**src/rtl/opstat_pkg.sv**
```systemverilog
package opstat_pkg;
  parameter int DW = 8;

  typedef enum logic {KIND_PROG = 1'b0, KIND_ERASE = 1'b1} op_kind_e;

  // Programming can only clear bits: the result keeps a 1 only where both are 1.
  function automatic logic [DW-1:0] merge_program(input logic [DW-1:0] old_b,
                                                  input logic [DW-1:0] new_b);
    return old_b & new_b;
  endfunction

  // Byte returned by a read while an operation is busy.
  function automatic logic [DW-1:0] poll_byte(input op_kind_e        kind,
                                              input logic            addr_hit,
                                              input logic [DW-1:0]   loaded,
                                              input logic [DW-1:0]   arr,
                                              input logic            tog);
    logic [DW-1:0] b;
    b    = arr;
    b[6] = tog;
    if (kind == KIND_ERASE)  b[7] = 1'b0;
    else if (addr_hit)       b[7] = ~loaded[7];
    return b;
  endfunction
endpackage

```
**src/rtl/opstat_timer.sv**
```systemverilog
module opstat_timer #(
  parameter int PGM_CYCLES   = 6,
  parameter int ERASE_CYCLES = 20
) (
  input  logic clk,
  input  logic rst_n,
  input  logic start,
  input  logic kind,
  output logic busy,
  output logic done,
  output logic accept,
  output logic kind_q
);
  localparam int MAXC = (PGM_CYCLES > ERASE_CYCLES) ? PGM_CYCLES : ERASE_CYCLES;
  localparam int CW   = $clog2(MAXC + 1);
  localparam logic [CW-1:0] PGM_LOAD   = CW'(PGM_CYCLES - 1);
  localparam logic [CW-1:0] ERASE_LOAD = CW'(ERASE_CYCLES - 1);

  logic [CW-1:0] cnt;

  assign accept = start && !busy;
  assign done   = busy && (cnt == '0);

  always_ff @(posedge clk or negedge rst_n) begin
    if (!rst_n) begin
      busy   <= 1'b0;
      cnt    <= '0;
      kind_q <= 1'b0;
    end else if (busy) begin
      if (cnt == '0) busy <= 1'b0;
      else           cnt  <= cnt - 1'b1;
    end else if (start) begin
      busy   <= 1'b1;
      kind_q <= kind;
      cnt    <= kind ? ERASE_LOAD : PGM_LOAD;
    end
  end
endmodule

```
**src/rtl/opstat_toggle.sv**
```systemverilog
module opstat_toggle (
  input  logic clk,
  input  logic rst_n,
  input  logic rd_act,
  input  logic busy,
  output logic tog,
  output logic rd_end
);
  logic rd_q;

  assign rd_end = rd_q && !rd_act;

  always_ff @(posedge clk or negedge rst_n) begin
    if (!rst_n) begin
      rd_q <= 1'b0;
      tog  <= 1'b0;
    end else begin
      rd_q <= rd_act;
      if (busy && rd_end) tog <= ~tog;
    end
  end
endmodule

```
**src/rtl/opstat_reporter.sv**
```systemverilog
module opstat_reporter #(
  parameter int AW           = 17,
  parameter int PGM_CYCLES   = 6,
  parameter int ERASE_CYCLES = 20
) (
  input  logic                        clk,
  input  logic                        rst_n,
  input  logic                        cs_n,
  input  logic                        oe_n,
  input  logic                        we_n,
  input  logic [AW-1:0]               bus_addr,
  input  logic [opstat_pkg::DW-1:0]   array_q,
  input  logic                        op_start,
  input  logic                        op_kind,
  input  logic [AW-1:0]               op_addr,
  input  logic [opstat_pkg::DW-1:0]   op_data,
  input  logic [opstat_pkg::DW-1:0]   op_old,
  output logic [opstat_pkg::DW-1:0]   dq_out,
  output logic                        dq_oe,
  output logic                        busy,
  output logic                        cell_we,
  output logic [AW-1:0]               cell_addr,
  output logic [opstat_pkg::DW-1:0]   cell_wdata,
  output logic                        erase_done
);
  import opstat_pkg::*;

  // Named internal events, visible to the bound checker
  logic            rd_act;
  logic            done;
  logic            accept;
  logic            kind_q;
  logic            tog;
  logic            rd_end;
  logic            addr_hit;
  logic [AW-1:0]   lat_addr;
  logic [DW-1:0]   lat_data;
  logic [DW-1:0]   lat_old;

  assign rd_act = rst_n && !cs_n && !oe_n && we_n;

  opstat_timer #(.PGM_CYCLES(PGM_CYCLES), .ERASE_CYCLES(ERASE_CYCLES)) u_timer (
    .clk    (clk),
    .rst_n  (rst_n),
    .start  (op_start),
    .kind   (op_kind),
    .busy   (busy),
    .done   (done),
    .accept (accept),
    .kind_q (kind_q)
  );

  opstat_toggle u_toggle (
    .clk    (clk),
    .rst_n  (rst_n),
    .rd_act (rd_act),
    .busy   (busy),
    .tog    (tog),
    .rd_end (rd_end)
  );

  always_ff @(posedge clk or negedge rst_n) begin
    if (!rst_n) begin
      lat_addr <= '0;
      lat_data <= '0;
      lat_old  <= '0;
    end else if (accept) begin
      lat_addr <= op_addr;
      lat_data <= op_data;
      lat_old  <= op_old;
    end
  end

  assign addr_hit = (bus_addr == lat_addr);

  always_comb begin
    dq_out = '0;
    if (rd_act) begin
      if (busy) dq_out = poll_byte(op_kind_e'(kind_q), addr_hit, lat_data, array_q, tog);
      else      dq_out = array_q;
    end
  end

  assign dq_oe      = rd_act;
  assign cell_we    = done && (op_kind_e'(kind_q) == KIND_PROG);
  assign erase_done = done && (op_kind_e'(kind_q) == KIND_ERASE);
  assign cell_addr  = lat_addr;
  assign cell_wdata = merge_program(lat_old, lat_data);
endmodule

```
**config.mk**
```make
export PLATFORM = sky130hd
export DESIGN_NAME = opstat_reporter
export DESIGN_NICKNAME = d
export VERILOG_FILES = /design/src/rtl/opstat_pkg.sv /design/src/rtl/opstat_timer.sv /design/src/rtl/opstat_toggle.sv /design/src/rtl/opstat_reporter.sv
export SDC_FILE = /design/constraint.sdc
export NUM_CORES = 1
export LEC_CHECK = 0
export BUFFER_PORTS_ARGS = -buffer_cell sky130_fd_sc_hd__clkbuf_2
export CAP_MARGIN = 20
export CORE_MARGIN = 2
export CORE_UTILIZATION = 45
export CTS_CLUSTER_SIZE = 20
export DETAILED_ROUTE_END_ITERATION = 8
export PLACE_DENSITY = 0.76
export SLEW_MARGIN = 20
export SYNTH_ARGS = -nofsm -noshare
export SYNTH_HDL_FRONTEND = slang
export SYNTH_SLANG_ARGS = --single-unit
```
**constraint.sdc**
```tcl
create_clock -name clk -period 2.4 [get_ports clk]
set_clock_uncertainty 0.15 [all_clocks]
set_input_delay 0.24 -clock clk [delete_from_list [all_inputs] [get_ports clk]]
set_output_delay 0.24 -clock clk [all_outputs]
set_load 0.03 [all_outputs]
```
Yosys cells after proc, flatten, opt, wreduce, memory -nomap -nowiden --
Index checks and enable logic that the tools add are counted.
Storage, ports and cells: flip-flop bits (word level) 42, output and inout bits 37, input bits 65, logic and storage cells 44
Operators by class: add/sub/neg operators 1, equal/unequal tests 2, bitwise operators 5, reductions and logical operators 17, muxes and demuxes 11
Operator list (number):
- $mux 5 | 4
- $eq 17x17->1 | 1
- $mux 8 | 2
- $logic_and 1x1->1 | 9
- $and 8x8->8 | 1
- $logic_not 5->1 | 1
- $mux 1 | 5
- $sub 5x1->5 const B | 1
- $logic_not 1->1 | 4
- $not 1->1 | 4
- $reduce_and 2->1 | 2
- $ne 2x2->1 const B | 1
- $reduce_bool 2->1 | 1

Logic depth before layout (Yosys ltp) --
word-level depth 7, mapped depth 7, mapped depth without buffers 7

Hierarchy --
A second synthesis with hierarchy kept.
Second synthesis, totals: cells, all modules 164, area, all modules 2078.2 um^2
Modules (own cells, without submodules):
- opstat_reporter | times used 1, area an instance 1581.5 um^2, sequential area each 825.8 um^2, cells each 119
- opstat_timer | times used 1, area an instance 404.1 um^2, sequential area each 175.2 um^2, cells each 40
- opstat_toggle | times used 1, area an instance 92.6 um^2, sequential area each 50.0 um^2, cells each 5

Worst setup path after synthesis --
OpenSTA, ideal clock, no wires.
kind flip-flop to output port, start register lat_addr[3], in the netlist cell_addr[3], end output port dq_out[7] (netlist bit), buffers on the path 0, stages on the path, launching flop included 6, data required time 2010 ps, setup slack -128 ps, arrival time 2138 ps, cells stage by stage dfrtp_1 xor2_1 nor4_2 nand4_1 or4b_1 a31oi_1
On the way: word-level cells in the longest chain between the ends 5
Ends and longest elaborated chain:
- start: declaration | RTL line opstat_reporter.sv:36 | logic [AW-1:0] lat_addr;
- start signal: assignment | RTL line opstat_reporter.sv:68 | lat_addr <= op_addr;
- $eq 17x17->1 | RTL line opstat_reporter.sv:74 | assign addr_hit = (bus_addr == lat_addr);
- $mux 1 | RTL line opstat_pkg.sv:22 | else if (addr_hit) b[7] = ~loaded[7];
- $mux 1 | RTL line opstat_pkg.sv:21 | if (kind == KIND_ERASE) b[7] = 1'b0;
- $mux 8 | RTL line opstat_reporter.sv:79 | if (busy) dq_out = poll_byte(op_kind_e'(kind_q), addr_hit, lat_data, array_q, tog);
- $mux 8 | RTL line opstat_reporter.sv:78 | if (rd_act) begin
- end: declaration | RTL line opstat_reporter.sv:18 | output logic [opstat_pkg::DW-1:0] dq_out,
No other way between the ends.

Worst setup path in the final report --
start register lat_addr[1], in the netlist cell_addr[1], end output port dq_out[7] (netlist bit)
The elaborated chain is that of the path after synthesis.

==> impl_metrics.py <==
metrics = {
    "run_status": {
        "outcome": "finished, violations left",
        "violations": "setup timing",
    },
    "yosys": {
        "synth_cells": 163,
        "avgSynthCellArea_um2": 12.4,
        "synth.cell_area_um2": 2030,
        "ys_seq_area_share_pct": 51.8,
        "synth_top_flop_cell": "dfrtp_1",
        "yosys_warnings": 0,
        "syn_nets": 230,
        "async_flop_share_pct": 100,
        "yosysUniqueCellTypes": 33,
        "synth_seq_cells": 42,
        "synth-edff-count": 0,
    },
    "global_route": {
        "grt_pass1_wl_um": 7050,
        "grt_pass1_vias": 1549,
        "grt-ovfl-total": 0,
        "grt_max_degree": 43,
        "grt_use_total_pct": 17.9,
        "antenna_found_initial": 0,
    },
    "timing": {
        "fin_crit_sh_pct": 105,
        "max_slew_margin_pct": 64.9,
        "period_needed_ps": 2530,
        "max_freq_mhz": 395,
        "drv_slew": 0,
        "rsz0062_at_grt": "true",
        "setup_viol": 1,
        "setup_ws_ps": -130,
        "worstMarginPinSlew_ps": 526,
        "hold_viol": 0,
    },
    "route": {
        "drt_pass1_iterations": 4,
        "totalWireLength_um": 4350,
        "drc": 0,
        "avgRoutedWirePerCell_um": 13.2,
        "first_iter_violations": 55,
        "vias": 1586,
        "via_per_inst": 4.82,
        "ant_nets": 0,
    },
    "pwr": {
        "ir_drop_mv": 0.646,
        "clkPwrFrac_pct": 13.1,
        "total_leakage_power_nw": 1.41,
        "sw_frac_of_total_pct": 43.1,
        "powerDensity_nw_per_um2": 1220,
        "p_switching_mw": 1.47,
        "seqPwrFrac_pct": 38.6,
        "p_comb_share_pct": 48.3,
        "p_int_mw": 1.94,
    },
    "layout": {
        "drive_above_1_share_pct": 45.8,
        "layout_commonest_cell": "clkbuf_2",
        "fin_area_um2": 2790,
        "final_cell_mix": "100 x clkbuf_2, 42 x dfrtp_1, 34 x mux2_1",
        "antenna_cells": 0,
        "nNetsFinal": 343,
        "area_delta_synth_final_pct": 37.8,
    },
    "critical_path": {
        "rrSetupSlack_ps": 460,
        "cp_max_fo": 3,
        "critPathRequiredTime_ps": 2010,
        "path_cells": "xor2_1 > nor4_2 > nand4_1 > or4b_4 > a31oi_4 > buf_8",
        "critPathKind": "flip-flop to output port",
        "max_stage_delay_ps": 530,
        "r2r_cells": 7,
        "worst-endpoint-arrival_ps": 2140,
        "cp-end-kind": "output port",
        "crit_path_start_kind": "flip-flop",
        "cp_slowest_cell": "or4b_4",
    },
    "clocking": {
        "clkLatencyLatePin_ps": 290,
        "h-tree-depth": 2,
        "cts_buffer_depth": 2,
        "cts_tree": "yes",
        "clock_sinks": 42,
        "cts_buffers": 5,
        "clkSlewWorstSetupHoldPaths_ps": 80,
        "cts_root_buf": "clkbuf_8",
    },
    "die": {
        "placeableCoreArea_um2": 4350,
        "die_w_um": 71.1,
        "initial_utilization_pct": 46.6,
        "dieArea_um2": 5060,
        "io_pins": 102,
        "rows": 24,
        "die_h_um": 71.1,
    },
    "place": {
        "port_buffers": 101,
        "place_ws_ps": -36.9,
        "gp_congestion": 0.795,
        "placedInstanceArea_um2": 2650,
        "dp_hpwl_um": 3380,
    },
    "min_path": {
        "min_path_cells": 2,
        "hp-class": "primary input to flip-flop",
    },
    "flow_run": {
        "timing.max_cap.violations": 0,
    },
}
[state kept, by name, summed over array words and instances, names as in the netlist]
name / cells
cell_addr: 17
lat_data: 8
lat_old: 8
u_timer.busy: 1
u_timer.cnt: 5
u_timer.kind_q: 1
u_toggle.rd_q: 1
u_toggle.tog: 1
[layer usage]
metal	vias up	GRT usage, %	wire, µm	share of wire, %
li1	790	-	-	-
met1	740	22.9	1900	44
met2	50	29.2	2130	49
met3	6	6.27	263	6.0
met4	0	4.82	54	1.2
met5	-	0	0	0
[critical path: cells and delay by family (launching register included)]
family | cells | cell delay, ps
DFF | 1 | 400
AOI/OAI and AO/OA | 1 | 160
buffers and inverters | 1 | 140
and+or+nand+nor | 3 | 980
xor gates and xnor gates | 1 | 180
[synthesized netlist by cell type (all sizes together) (2+ instances only)]
master / n / area, µm²
dfrtp: 42 / 1050
mux2: 34 / 383
xor2: 17 / 149
and2: 14 / 87.6
nor2: 9 / 33.8
nor2b: 5 / 31.3
a21oi: 4 / 20.0
inv: 4 / 15.0
nor4: 4 / 37.5
buf: 3 / 15.0
nand2: 3 / 11.3
a211oi: 2 / 15.0
clkbuf: 2 / 7.51
ha: 2 / 25.0
mux2i: 2 / 20.0
[repair_timing]
item / in CTS / in global routing
endpoints found under the hold margin: 42 / 0
setup endpoints to repair: 1 / 1
gates cloned: 0 / 0
hold buffers: 1 / 0
pin swaps: 6 / 3
buffers inserted: 2 / 0
resized for setup: 4 / 2
[final timing paths]
path,start,to
max in group asynchronous,rst_n,cell_addr[7]$_DFFE_PN0P_
worst min-delay path,op_data[6],lat_data[6]$_DFFE_PN0P_
min in group asynchronous,rst_n,u_timer.cnt[3]$_DFFE_PN0P_
worst min register to register,lat_data[0]$_DFFE_PN0P_,lat_data[0]$_DFFE_PN0P_
worst max-delay path,cell_addr[1]$_DFFE_PN0P_,dq_out[7]
worst max register to register,u_timer.cnt[0]$_DFFE_PN0P_,u_timer.cnt[3]$_DFFE_PN0P_
[layout make-up]
cell class,count,area [µm²]
clock buffer,5,68.8
clock inverter,3,21.3
fill,347,1560
inverter,4,15.0
multi-input combinational,112,980
sequential,42,1050
tap,52,65.1
timing repair buffer,111,593
[power groups by stage]
stage | clock network (mW) | registers (mW) | logic, mW
6_report | 0.448 | 1.32 | 1.65
5_1_grt | 0.492 | 1.37 | 1.79
4_1_cts | 0.468 | 1.32 | 1.66
3_5_place_dp | 0 | 1.33 | 1.63
3_3_place_gp | 0 | 1.31 | 1.60
2_1_floorplan | 0 | 1.60 | 0.845
[cells by family (layout without fill, tap and decap cells)]
| family | Yosys count | count (layout) | synth area share [%] |
|---|---|---|---|
| compound gates | 12 | 12 | 4.01 |
| flops | 42 | 42 | 51.8 |
| buf+inv | 9 | 123 | 1.85 |
| xor+xnor | 18 | 18 | 7.77 |
| fa+ha+maj | 2 | 2 | 1.23 |
| mux | 36 | 36 | 19.9 |
| simple gates | 44 | 44 | 13.4 |
[per-stage QoR]
stage	util (%)	std cells	setup TNS (ps)	hold slack [ps]	power [mW]
floorplan	-	163	0	-206	2.44
global placement	60.9	318	-35.5	285	2.92
detailed placement	60.9	318	-36.9	286	2.96
CTS	64.0	329	-203	0.664	3.45
global route	64.2	329	-213	4.80	3.65
finish	64.2	329	-130	8.45	3.41
No activity file was read; power rests on OpenSTA's default activity.
